<file path="config.mk">
export PLATFORM = sky130hd
export DESIGN_NAME = irq_cpu_iface
export DESIGN_NICKNAME = d
export VERILOG_FILES = /design/src/rtl/irq_cpu_iface_pkg.sv /design/src/rtl/irq_best_pick.sv /design/src/rtl/irq_active_set.sv /design/src/rtl/irq_cpu_iface.sv
export SDC_FILE = /design/constraint.sdc
export NUM_CORES = 1
export LEC_CHECK = 0
export ABC_AREA = 1
export BUFFER_PORTS_ARGS = -buffer_cell sky130_fd_sc_hd__buf_4
export CORE_ASPECT_RATIO = 0.5
export CORE_MARGIN = 2
export CORE_UTILIZATION = 50
export DETAILED_ROUTE_END_ITERATION = 10
export HOLD_SLACK_MARGIN = 0.02
export PLACE_DENSITY = 0.73
export SETUP_SLACK_MARGIN = 0.5
export SYNTH_ARGS = -nofsm -noshare
export SYNTH_HDL_FRONTEND = slang
export SYNTH_SLANG_ARGS = --single-unit
</file>
<file path="constraint.sdc">
create_clock -name clk -period 66.9 [get_ports clk]
set_input_delay 3.345 -clock clk [delete_from_list [all_inputs] [get_ports clk]]
set_output_delay 3.345 -clock clk [all_outputs]
set_load 0.02 [all_outputs]
</file>
<file path="src/rtl/irq_cpu_iface_pkg.sv">
// Package: shared constants and register offsets for the interrupt CPU interface.
// Assumes the ID field is 10 bits and that fewer than 1023 IDs are implemented.
package irq_cpu_iface_pkg;
    localparam int ID_W = 10;
    localparam logic [ID_W-1:0] SPURIOUS_ID = 10'd1023;

    typedef enum logic [2:0] {
        OFS_CTRL  = 3'd0,
        OFS_THRSH = 3'd1,
        OFS_CLAIM = 3'd2,
        OFS_DONE  = 3'd3,
        OFS_RUN   = 3'd4,
        OFS_PEEK  = 3'd5
    } reg_ofs_e;
endpackage

</file>
<file path="src/rtl/irq_best_pick.sv">
// Module: combinational search for the most urgent candidate ID.
// Assumes priorities are packed PW bits per ID. Only the top IMPL bits count.
// A candidate wins only if its masked priority is strictly below limit_i.
// Ties go to the lowest ID.
module irq_best_pick #(
    parameter int NUM_IDS = 32,
    parameter int PW      = 8,
    parameter int IMPL    = 4,
    localparam int IDX_W  = (NUM_IDS > 1) ? $clog2(NUM_IDS) : 1
) (
    input  logic [NUM_IDS-1:0]    cand_i,
    input  logic [NUM_IDS*PW-1:0] prio_i,
    input  logic [PW-1:0]         limit_i,
    output logic                  found_o,
    output logic [IDX_W-1:0]      id_o,
    output logic [PW-1:0]         prio_o
);
    localparam logic [PW-1:0] KEEP = {{IMPL{1'b1}}, {(PW-IMPL){1'b0}}};

    logic [PW-1:0] eff;

    // Linear scan; strict compare keeps the lowest ID on equal priority.
    always_comb begin
        found_o = 1'b0;
        id_o    = '0;
        prio_o  = limit_i;
        eff     = '0;
        for (int i = 0; i < NUM_IDS; i++) begin
            eff = prio_i[i*PW +: PW] & KEEP;
            if (cand_i[i] && (eff < prio_o)) begin
                found_o = 1'b1;
                id_o    = IDX_W'(i);
                prio_o  = eff;
            end
        end
    end
endmodule

</file>
<file path="src/rtl/irq_active_set.sv">
// Module: tracks which IDs are active and the priority each held when claimed.
// Derives the running priority as the smallest stored priority, or all ones
// when the set is empty. Assumes at most one set and one clear per cycle.
module irq_active_set #(
    parameter int NUM_IDS = 32,
    parameter int PW      = 8,
    parameter int IMPL    = 4,
    localparam int IDX_W  = (NUM_IDS > 1) ? $clog2(NUM_IDS) : 1
) (
    input  logic               clk,
    input  logic               rst_n,
    input  logic               set_i,
    input  logic [IDX_W-1:0]   set_id_i,
    input  logic [PW-1:0]      set_prio_i,
    input  logic               clr_i,
    input  logic [IDX_W-1:0]   clr_id_i,
    output logic [NUM_IDS-1:0] act_o,
    output logic [PW-1:0]      run_o
);
    logic [IMPL-1:0] slot_prio [NUM_IDS];

    for (genvar g = 0; g < NUM_IDS; g++) begin : g_slot
        // Per-ID active flag and its captured priority; a claim wins over a clear.
        always_ff @(posedge clk) begin
            if (!rst_n) begin
                act_o[g]     <= 1'b0;
                slot_prio[g] <= '1;
            end else if (set_i && (set_id_i == IDX_W'(g))) begin
                act_o[g]     <= 1'b1;
                slot_prio[g] <= set_prio_i[PW-1 -: IMPL];
            end else if (clr_i && (clr_id_i == IDX_W'(g))) begin
                act_o[g]     <= 1'b0;
            end
        end
    end

    // Minimum captured priority across active slots.
    always_comb begin
        run_o = '1;
        for (int i = 0; i < NUM_IDS; i++) begin
            if (act_o[i] && ({slot_prio[i], {(PW-IMPL){1'b0}}} < run_o)) begin
                run_o = {slot_prio[i], {(PW-IMPL){1'b0}}};
            end
        end
    end
endmodule

</file>
<file path="src/rtl/irq_cpu_iface.sv">
// Module: per-processor interrupt interface top.
// Holds the control and threshold registers and answers register reads one
// cycle after the strobe. Claims and retires go to the active set.
// Assumes pend_i and prio_i are stable, synchronous inputs from the arbiter.
module irq_cpu_iface
    import irq_cpu_iface_pkg::*;
#(
    parameter int NUM_IDS = 32,
    parameter int PW      = 8,
    parameter int IMPL    = 4,
    localparam int IDX_W  = (NUM_IDS > 1) ? $clog2(NUM_IDS) : 1
) (
    input  logic                  clk,
    input  logic                  rst_n,
    input  logic [NUM_IDS-1:0]    pend_i,
    input  logic [NUM_IDS*PW-1:0] prio_i,
    input  logic                  reg_rd_i,
    input  logic                  reg_wr_i,
    input  logic [2:0]            reg_addr_i,
    input  logic [31:0]           reg_wdata_i,
    output logic                  rd_valid_o,
    output logic [31:0]           rd_data_o,
    output logic                  irq_o,
    output logic [PW-1:0]         run_prio_o
);
    logic            en_q;
    logic [IMPL-1:0] thr_q;
    logic [PW-1:0]   thr_full;
    logic [PW-1:0]   limit;
    logic [NUM_IDS-1:0] act_vec;
    logic [NUM_IDS-1:0] cand;
    logic            found;
    logic [IDX_W-1:0] best_id;
    logic [PW-1:0]   best_prio;
    logic            qual;
    logic [ID_W-1:0] offer_id;
    logic            claim_fire;
    logic            done_wr;
    logic [ID_W-1:0] done_id;
    logic            done_hit;
    logic [31:0]     rd_mux;

    assign thr_full = {thr_q, {(PW-IMPL){1'b0}}};
    assign limit    = (thr_full < run_prio_o) ? thr_full : run_prio_o;
    assign cand     = pend_i & ~act_vec;

    irq_best_pick #(.NUM_IDS(NUM_IDS), .PW(PW), .IMPL(IMPL)) pick_i (
        .cand_i  (cand),
        .prio_i  (prio_i),
        .limit_i (limit),
        .found_o (found),
        .id_o    (best_id),
        .prio_o  (best_prio)
    );

    assign qual       = en_q && found;
    assign irq_o      = qual;
    assign offer_id   = qual ? ID_W'(best_id) : SPURIOUS_ID;
    assign claim_fire = reg_rd_i && (reg_addr_i == OFS_CLAIM) && qual;
    assign done_wr    = reg_wr_i && (reg_addr_i == OFS_DONE);
    assign done_id    = reg_wdata_i[ID_W-1:0];
    assign done_hit   = done_wr && (int'(done_id) < NUM_IDS) && act_vec[done_id[IDX_W-1:0]];

    irq_active_set #(.NUM_IDS(NUM_IDS), .PW(PW), .IMPL(IMPL)) act_i (
        .clk        (clk),
        .rst_n      (rst_n),
        .set_i      (claim_fire),
        .set_id_i   (best_id),
        .set_prio_i (best_prio),
        .clr_i      (done_hit),
        .clr_id_i   (done_id[IDX_W-1:0]),
        .act_o      (act_vec),
        .run_o      (run_prio_o)
    );

    // Control and threshold register writes.
    always_ff @(posedge clk) begin
        if (!rst_n) begin
            en_q  <= 1'b0;
            thr_q <= '0;
        end else if (reg_wr_i) begin
            if (reg_addr_i == OFS_CTRL)  en_q  <= reg_wdata_i[0];
            if (reg_addr_i == OFS_THRSH) thr_q <= reg_wdata_i[PW-1 -: IMPL];
        end
    end

    // Read data selection by offset.
    always_comb begin
        unique case (reg_addr_i)
            OFS_CTRL:             rd_mux = {31'b0, en_q};
            OFS_THRSH:            rd_mux = 32'(thr_full);
            OFS_CLAIM, OFS_PEEK:  rd_mux = 32'(offer_id);
            OFS_RUN:              rd_mux = 32'(run_prio_o);
            default:              rd_mux = '0;
        endcase
    end

    // Registered read response, valid for one cycle after each strobe.
    always_ff @(posedge clk) begin
        if (!rst_n) begin
            rd_valid_o <= 1'b0;
            rd_data_o  <= '0;
        end else begin
            rd_valid_o <= reg_rd_i;
            if (reg_rd_i) rd_data_o <= rd_mux;
        end
    end


    irq_below_thr_chk: assert property (@(posedge clk) disable iff (!rst_n)
        irq_o |-> (best_prio < thr_full));

    irq_below_run_chk: assert property (@(posedge clk) disable iff (!rst_n)
        irq_o |-> (best_prio < run_prio_o));

    winner_is_cand_chk: assert property (@(posedge clk) disable iff (!rst_n)
        found |-> cand[best_id]);

    claim_marks_active_chk: assert property (@(posedge clk) disable iff (!rst_n)
        claim_fire |=> act_vec[$past(best_id)]);

    stray_retire_chk: assert property (@(posedge clk) disable iff (!rst_n)
        (done_wr && !done_hit && !claim_fire) |=> $stable(act_vec));

    rd_response_chk: assert property (@(posedge clk) disable iff (!rst_n)
        reg_rd_i |=> rd_valid_o);

    rd_single_chk: assert property (@(posedge clk) disable iff (!rst_n)
        !reg_rd_i |=> !rd_valid_o);
endmodule

</file>
==> results of run 1 <==
## power groups by stage
stage          clock network (mW)  registers, mW  logic, mW
2_1_floorplan                   0          0.120      0.743
3_3_place_gp                    0          0.120      0.897
4_1_cts                     0.104          0.117      0.916
3_5_place_dp                    0          0.120      0.911
5_1_grt                     0.108          0.117       1.06
6_report                    0.104          0.117      0.962
## critical path: cells and delay by family, from the launching register on
| family | cells | cell delay (ps) |
|---|---|---|
| buffers and inverters | 16 | 1310 |
| adders and majority gates | 64 | 18110 |
| DFF | 1 | 390 |
| AOI/OAI and AO/OA | 111 | 13510 |
| and+or+nand+nor | 264 | 23670 |
## how the worst min path moves through the flow
stage	from	end	slack (ps)
2_1_floorplan	act_i.act_o[31]	act_i.act_o[31]	440
3_3_place_gp	act_i.act_o[7]	act_i.act_o[7]	450
3_5_place_dp	act_i.act_o[13]	act_i.act_o[13]	460
4_1_cts	act_i.act_o[13]	act_i.act_o[13]	470
5_1_grt	act_i.act_o[12]	act_i.act_o[12]	490
6_report	act_i.act_o[13]	act_i.act_o[13]	470
## layout by cell type (no fill, tap or decap), drive strengths merged, types with 18 or more instances in the layout
cell type / synthesis / final
a21boi: 18 / 18
nand4: 149 / 149
clkinv: 27 / 31
buf: 80 / 213
ha: 103 / 103
edfxtp: 128 / 128
nand2: 1061 / 1062
dfxtp: 47 / 47
conb: 1 / 22
inv: 394 / 405
o21ai: 143 / 143
nand3: 380 / 380
a21oi: 89 / 89
nand3b: 28 / 28
nor2: 234 / 234
## routing by layer
layer	routed length, um	up-vias
met5	0	-
met4	1590	0
met3	3690	87
met2	25100	516
met1	25300	8824
li1	-	10000
## sequential cells by signal (all words and copies together) (netlist names)
| register | flops |
|---|---|
| act_i.act_o | 32 |
| rd_data_o | 9 |
| rd_valid_o | 1 |
| act_i.slot_prio | 128 |
| thr_q | 4 |
| en_q | 1 |
## through the flow
step | cell area [um2] | util | worst slack [ps]
2_1_floorplan | 20200 | - | 7320
3_3_place_gp | 21400 | 0.545 | -46.2
3_5_place_dp | 21400 | 0.545 | -1110
4_1_cts | 22100 | 0.562 | 522
5_1_grt | 22500 | 0.571 | 355
6_report | 22500 | 0.571 | 6020
## cell type report
cell class,instances,area share
Multi-Input combinational cell,2273,0.584
Tap cell,530,0.0295
Timing Repair Buffer,213,0.0712
Sequential cell,175,0.213
Clock inverter,15,0.00808
Clock buffer,17,0.0189
Inverter,423,0.0752
## repair_timing
item / in CTS / in global routing
gates cloned: 0 / 1
resized for setup: 31 / 130
hold buffers: 0 / 0
pin swaps: 0 / 8
buffers inserted: 0 / 9
endpoints found under the setup margin: 73 / 298
## cells by family (layout without fill, tap and decap cells)
kind of cell | Yosys count | after routing | synth area share
flops | 175 | 175 | 0.238
buf+inv | 531 | 668 | 0.133
simple gates | 1863 | 1864 | 0.481
other cells | 1 | 22 | 0.000186
fa+ha+maj | 103 | 103 | 0.0640
compound gates | 284 | 284 | 0.0846
==> impl_metrics.env, run 1 <==
export IMPL_antenna_found_initial=0
export IMPL_switching_share=0.620
export IMPL_ff2ff_setup_slack_ps=8370
export IMPL_met1_usage=0.355
export IMPL_endpoint="irq_o"
export IMPL_multi_input_area_mm2=0.0131
export IMPL_place_hpwl_um=44300
export IMPL_num_antenna_cells=0
export IMPL_yosysUniqueCellTypes=62
export IMPL_internal_power_uw=449
export IMPL_setup_tns_ps=0
export IMPL_cp_common_cell="nand2_1"
export IMPL_drtAntennaViolNets=0
export IMPL_grt_usage=0.259
export IMPL_status="complete, no violations"
export IMPL_ys_ff_latch=175
export IMPL_hold_viol=0
export IMPL_finalNonFillerCells=3646
export IMPL_placed_cells=3604
export IMPL_power_frac_seq=0.099
export IMPL_final_net_count=3533
export IMPL_rsz0062_at_grt="no"
export IMPL_dr_pass1_iters=7
export IMPL_crit_path_start_kind="register"
export IMPL_slew_viol_final=0
export IMPL_die_area_mm2=0.0420
export IMPL_cts_buffers=17
export IMPL_die_w_um=288
export IMPL_max_cap_violations=0
export IMPL_yosys_warnings=0
export IMPL_cp_required_ps=63560
export IMPL_dr_total_vias=19400
export IMPL_clk_pin_slew_ps=80
export IMPL_drt_iter0_drc=1451
export IMPL_hp_class="register to register"
export IMPL_die_y_um=146
export IMPL_overflow=0
export IMPL_syn2layout_area_growth_pct=11.5
export IMPL_cts_buffer_depth=2
export IMPL_htreeDepth=4
export IMPL_worst_pin_slew_ps=1120
export IMPL_rr_endpoint="act_i.slot_prio[0][26]"
export IMPL_synth_most_common_cell="nand2_1"
export IMPL_ioPinCount=369
export IMPL_drive_above_1_share=0.258
export IMPL_grt_pass1_wl_um=87600
export IMPL_core_mm2=0.0393
export IMPL_post_route_period_util=0.910
export IMPL_synthFlopType="edfxtp_1"
export IMPL_max_stage_delay_ps=390
export IMPL_timing_worst_setup_path_type="register to primary output"
export IMPL_clock_skew_ps=13.8
export IMPL_switchingPower_uw=734
export IMPL_worstPathMaxFanout=14
export IMPL_place_gp_congestion=0.995
export IMPL_grt_pass1_vias=17300
export IMPL_r2r_start="act_i.act_o[0]"
export IMPL_ff2ff_path_depth=458
export IMPL_p_clk_frac=0.088
export IMPL_ir_worst_vdd_uv=69.8
export IMPL_grt_max_degree=96
export IMPL_root_buffer="clkbuf_16"
export IMPL_ys_seq_area_frac=0.238
export IMPL_yosysTopAreaCellShare=0.191
export IMPL_power_density_mw_per_mm2=52.7
export IMPL_comb_power_share=0.813
export IMPL_power_mw=1.18
export IMPL_synth_edf_count=128
export IMPL_end_kind="primary output"
export IMPL_maxSlewHeadroom=0.252
export IMPL_wirelength_um=55600
export IMPL_synthTopCellsByArea="edfxtp_1 (19%), nand2_1 (14%), nand3_1 (8.9%)"
export IMPL_io_buffer_count=196
export IMPL_viasPerCell=5.33
export IMPL_worstPathArrival_ps=57530
export IMPL_top_usage_layer="met2"
export IMPL_startpoint="act_i.act_o[0]"
export IMPL_avgSynthCellArea_um2=6.81
export IMPL_insertion_delay_ps=460
export IMPL_synth_area_mm2=0.0201
export IMPL_cts_tree="built"
export IMPL_nFillCells=3810
export IMPL_yosys_top_cells_count="nand2_1 (734), nand3_1 (357), inv_1 (344)"
export IMPL_start_util=0.512
export IMPL_whs_ps=466
export IMPL_synth_cells=2957
export IMPL_wire_per_inst_um=15.3
export IMPL_holdPathStages=2
export IMPL_seqCellArea_mm2=0.00479
export IMPL_drc_errors=0
export IMPL_fin_crit_ps=60880
export IMPL_yosysTopAreaCell="edfxtp_1"
export IMPL_fmax_ghz=0.0164
export IMPL_leakagePower_nw=10.9
export IMPL_rows=51
export IMPL_clock_sinks=175
export IMPL_async_flop_share=0
export IMPL_slowest_stage="dfxtp_4"
export IMPL_setup_viol=0
export IMPL_met2_usage=0.414
export IMPL_grt_util_met3=0.0448
(Power assumes the default switching activity.)
==> run 2, diff against run 1 <==
--- a/config.mk
+++ b/config.mk
@@ -5,14 +5,13 @@
 export SDC_FILE = /design/constraint.sdc
 export NUM_CORES = 1
 export LEC_CHECK = 0
-export ABC_AREA = 1
 export BUFFER_PORTS_ARGS = -buffer_cell sky130_fd_sc_hd__buf_4
 export CORE_ASPECT_RATIO = 0.5
 export CORE_MARGIN = 2
 export CORE_UTILIZATION = 50
 export DETAILED_ROUTE_END_ITERATION = 10
 export HOLD_SLACK_MARGIN = 0.02
-export PLACE_DENSITY = 0.73
+export PLACE_DENSITY = 0.8
 export SETUP_SLACK_MARGIN = 0.5
 export SYNTH_ARGS = -nofsm -noshare
 export SYNTH_HDL_FRONTEND = slang
==> run 2 against run 1 <==
Effect of this change: the run now fails in 5_1_grt; synthesized cell count is 6.5% lower; synthesized area is 8.7% higher.
==> impl_metrics.env, run 2 <==
export IMPL_status="stopped before the end"
export IMPL_stop_stage="5_1_grt"
export IMPL_toolErrorMsg="[ERROR GRT-0232] Routing congestion too high. Check the congestion heatmap in the GUI."
export IMPL_cts_hold_buf=0
export IMPL_yosys_warnings=0
export IMPL_die_y_um=152
export IMPL_synthSimpleGateAreaFrac=0.258
export IMPL_synth_top_family_by_area="compound AO/OA/AOI/OAI gates"
export IMPL_worstEndpointGrtRepair="irq_o"
export IMPL_die_w_um=300
export IMPL_yosys_area_share_adder=0.0652
export IMPL_rows=54
export IMPL_synth_xor_area_share=0.00440
export IMPL_yosysTopAreaCellShare=0.176
export IMPL_ioPinCount=369
export IMPL_grt_usage=0.800
export IMPL_start_util=0.505
export IMPL_io_buffer_count=196
export IMPL_synth_area_mm2=0.0219
export IMPL_yosys_top_cells_count="nand2_1 (261), nor2_1 (235), inv_1 (168)"
export IMPL_synthMuxAreaShare=0.0545
export IMPL_yosysTopAreaCell="edfxtp_1"
export IMPL_place_gp_congestion=0.982
export IMPL_synth_edf_count=128
export IMPL_worst_endpoint_pin_kind="top-level output"
export IMPL_ys_ff_latch=175
export IMPL_placed_cells=4458
export IMPL_ys_seq_area_frac=0.218
export IMPL_synth_cells=2766
export IMPL_grt_max_degree=52
export IMPL_async_flop_share=0
export IMPL_cts_buffer_depth=2
export IMPL_avgSynthCellArea_um2=7.92
export IMPL_synthFlopType="edfxtp_1"
export IMPL_root_buffer="clkbuf_16"
export IMPL_overflow=119
export IMPL_clock_sinks=175
export IMPL_htreeDepth=4
export IMPL_place_hpwl_um=74000
export IMPL_synth_compound_area_frac=0.343
export IMPL_yosysUniqueCellTypes=143
export IMPL_synthTopCellsByArea="edfxtp_1 (18%), ha_1 (5.9%), nand2_1 (4.5%)"
export IMPL_synth_most_common_cell="nand2_1"
export IMPL_cts_buffers=17
-- run 2: cell types whose count changed after synthesis, moves of 45 or more --
| cell | before | now |
|---|---|---|
| nand2_4 | 66 | 0 |
| a21oi_1 | 60 | 128 |
| a31oi_1 | 1 | 46 |
| nand2b_1 | 0 | 82 |
| nor2_1 | 188 | 235 |
| nand2_2 | 254 | 3 |
| nand2_1 | 734 | 261 |
| o21ai_1 | 20 | 96 |
| mux2i_1 | 0 | 57 |
| nand4_1 | 148 | 13 |
| nand3_1 | 357 | 121 |
| o211ai_1 | 0 | 75 |
| inv_1 | 344 | 168 |
-- run 2: metrics by stage --
stage / util / worst slack (ps) / hold WS, ps / area [um2]
floorplan: - / -16820 / 493 / 24000
CTS: 0.849 / -15280 / 534 / 36800
global placement: 0.763 / -14790 / 494 / 33100
detailed placement: 0.763 / -17150 / 522 / 33100
-- run 2: cells by family after synthesis --
group | Yosys count
AND/OR/NAND/NOR | 1073
AO/OA/AOI/OAI | 1010
buffers and inverters | 278
flip-flops | 175
adder cells (fa/ha/maj) | 117
multiplexers | 101
XOR/XNOR | 11
other | 1
-- run 2: layer usage --
| metal | global-route usage | GRT overflow |
|---|---|---|
| met1 | 0.782 | 5 |
| met2 | 0.943 | 60 |
| met3 | 0.699 | 0 |
| met4 | 0.785 | 54 |
| met5 | 0.465 | 0 |
-- run 2: timing repair --
action	CTS
cloned	4
pin swaps	259
buffers inserted	240
resized for setup	274
setup endpoints to repair	298
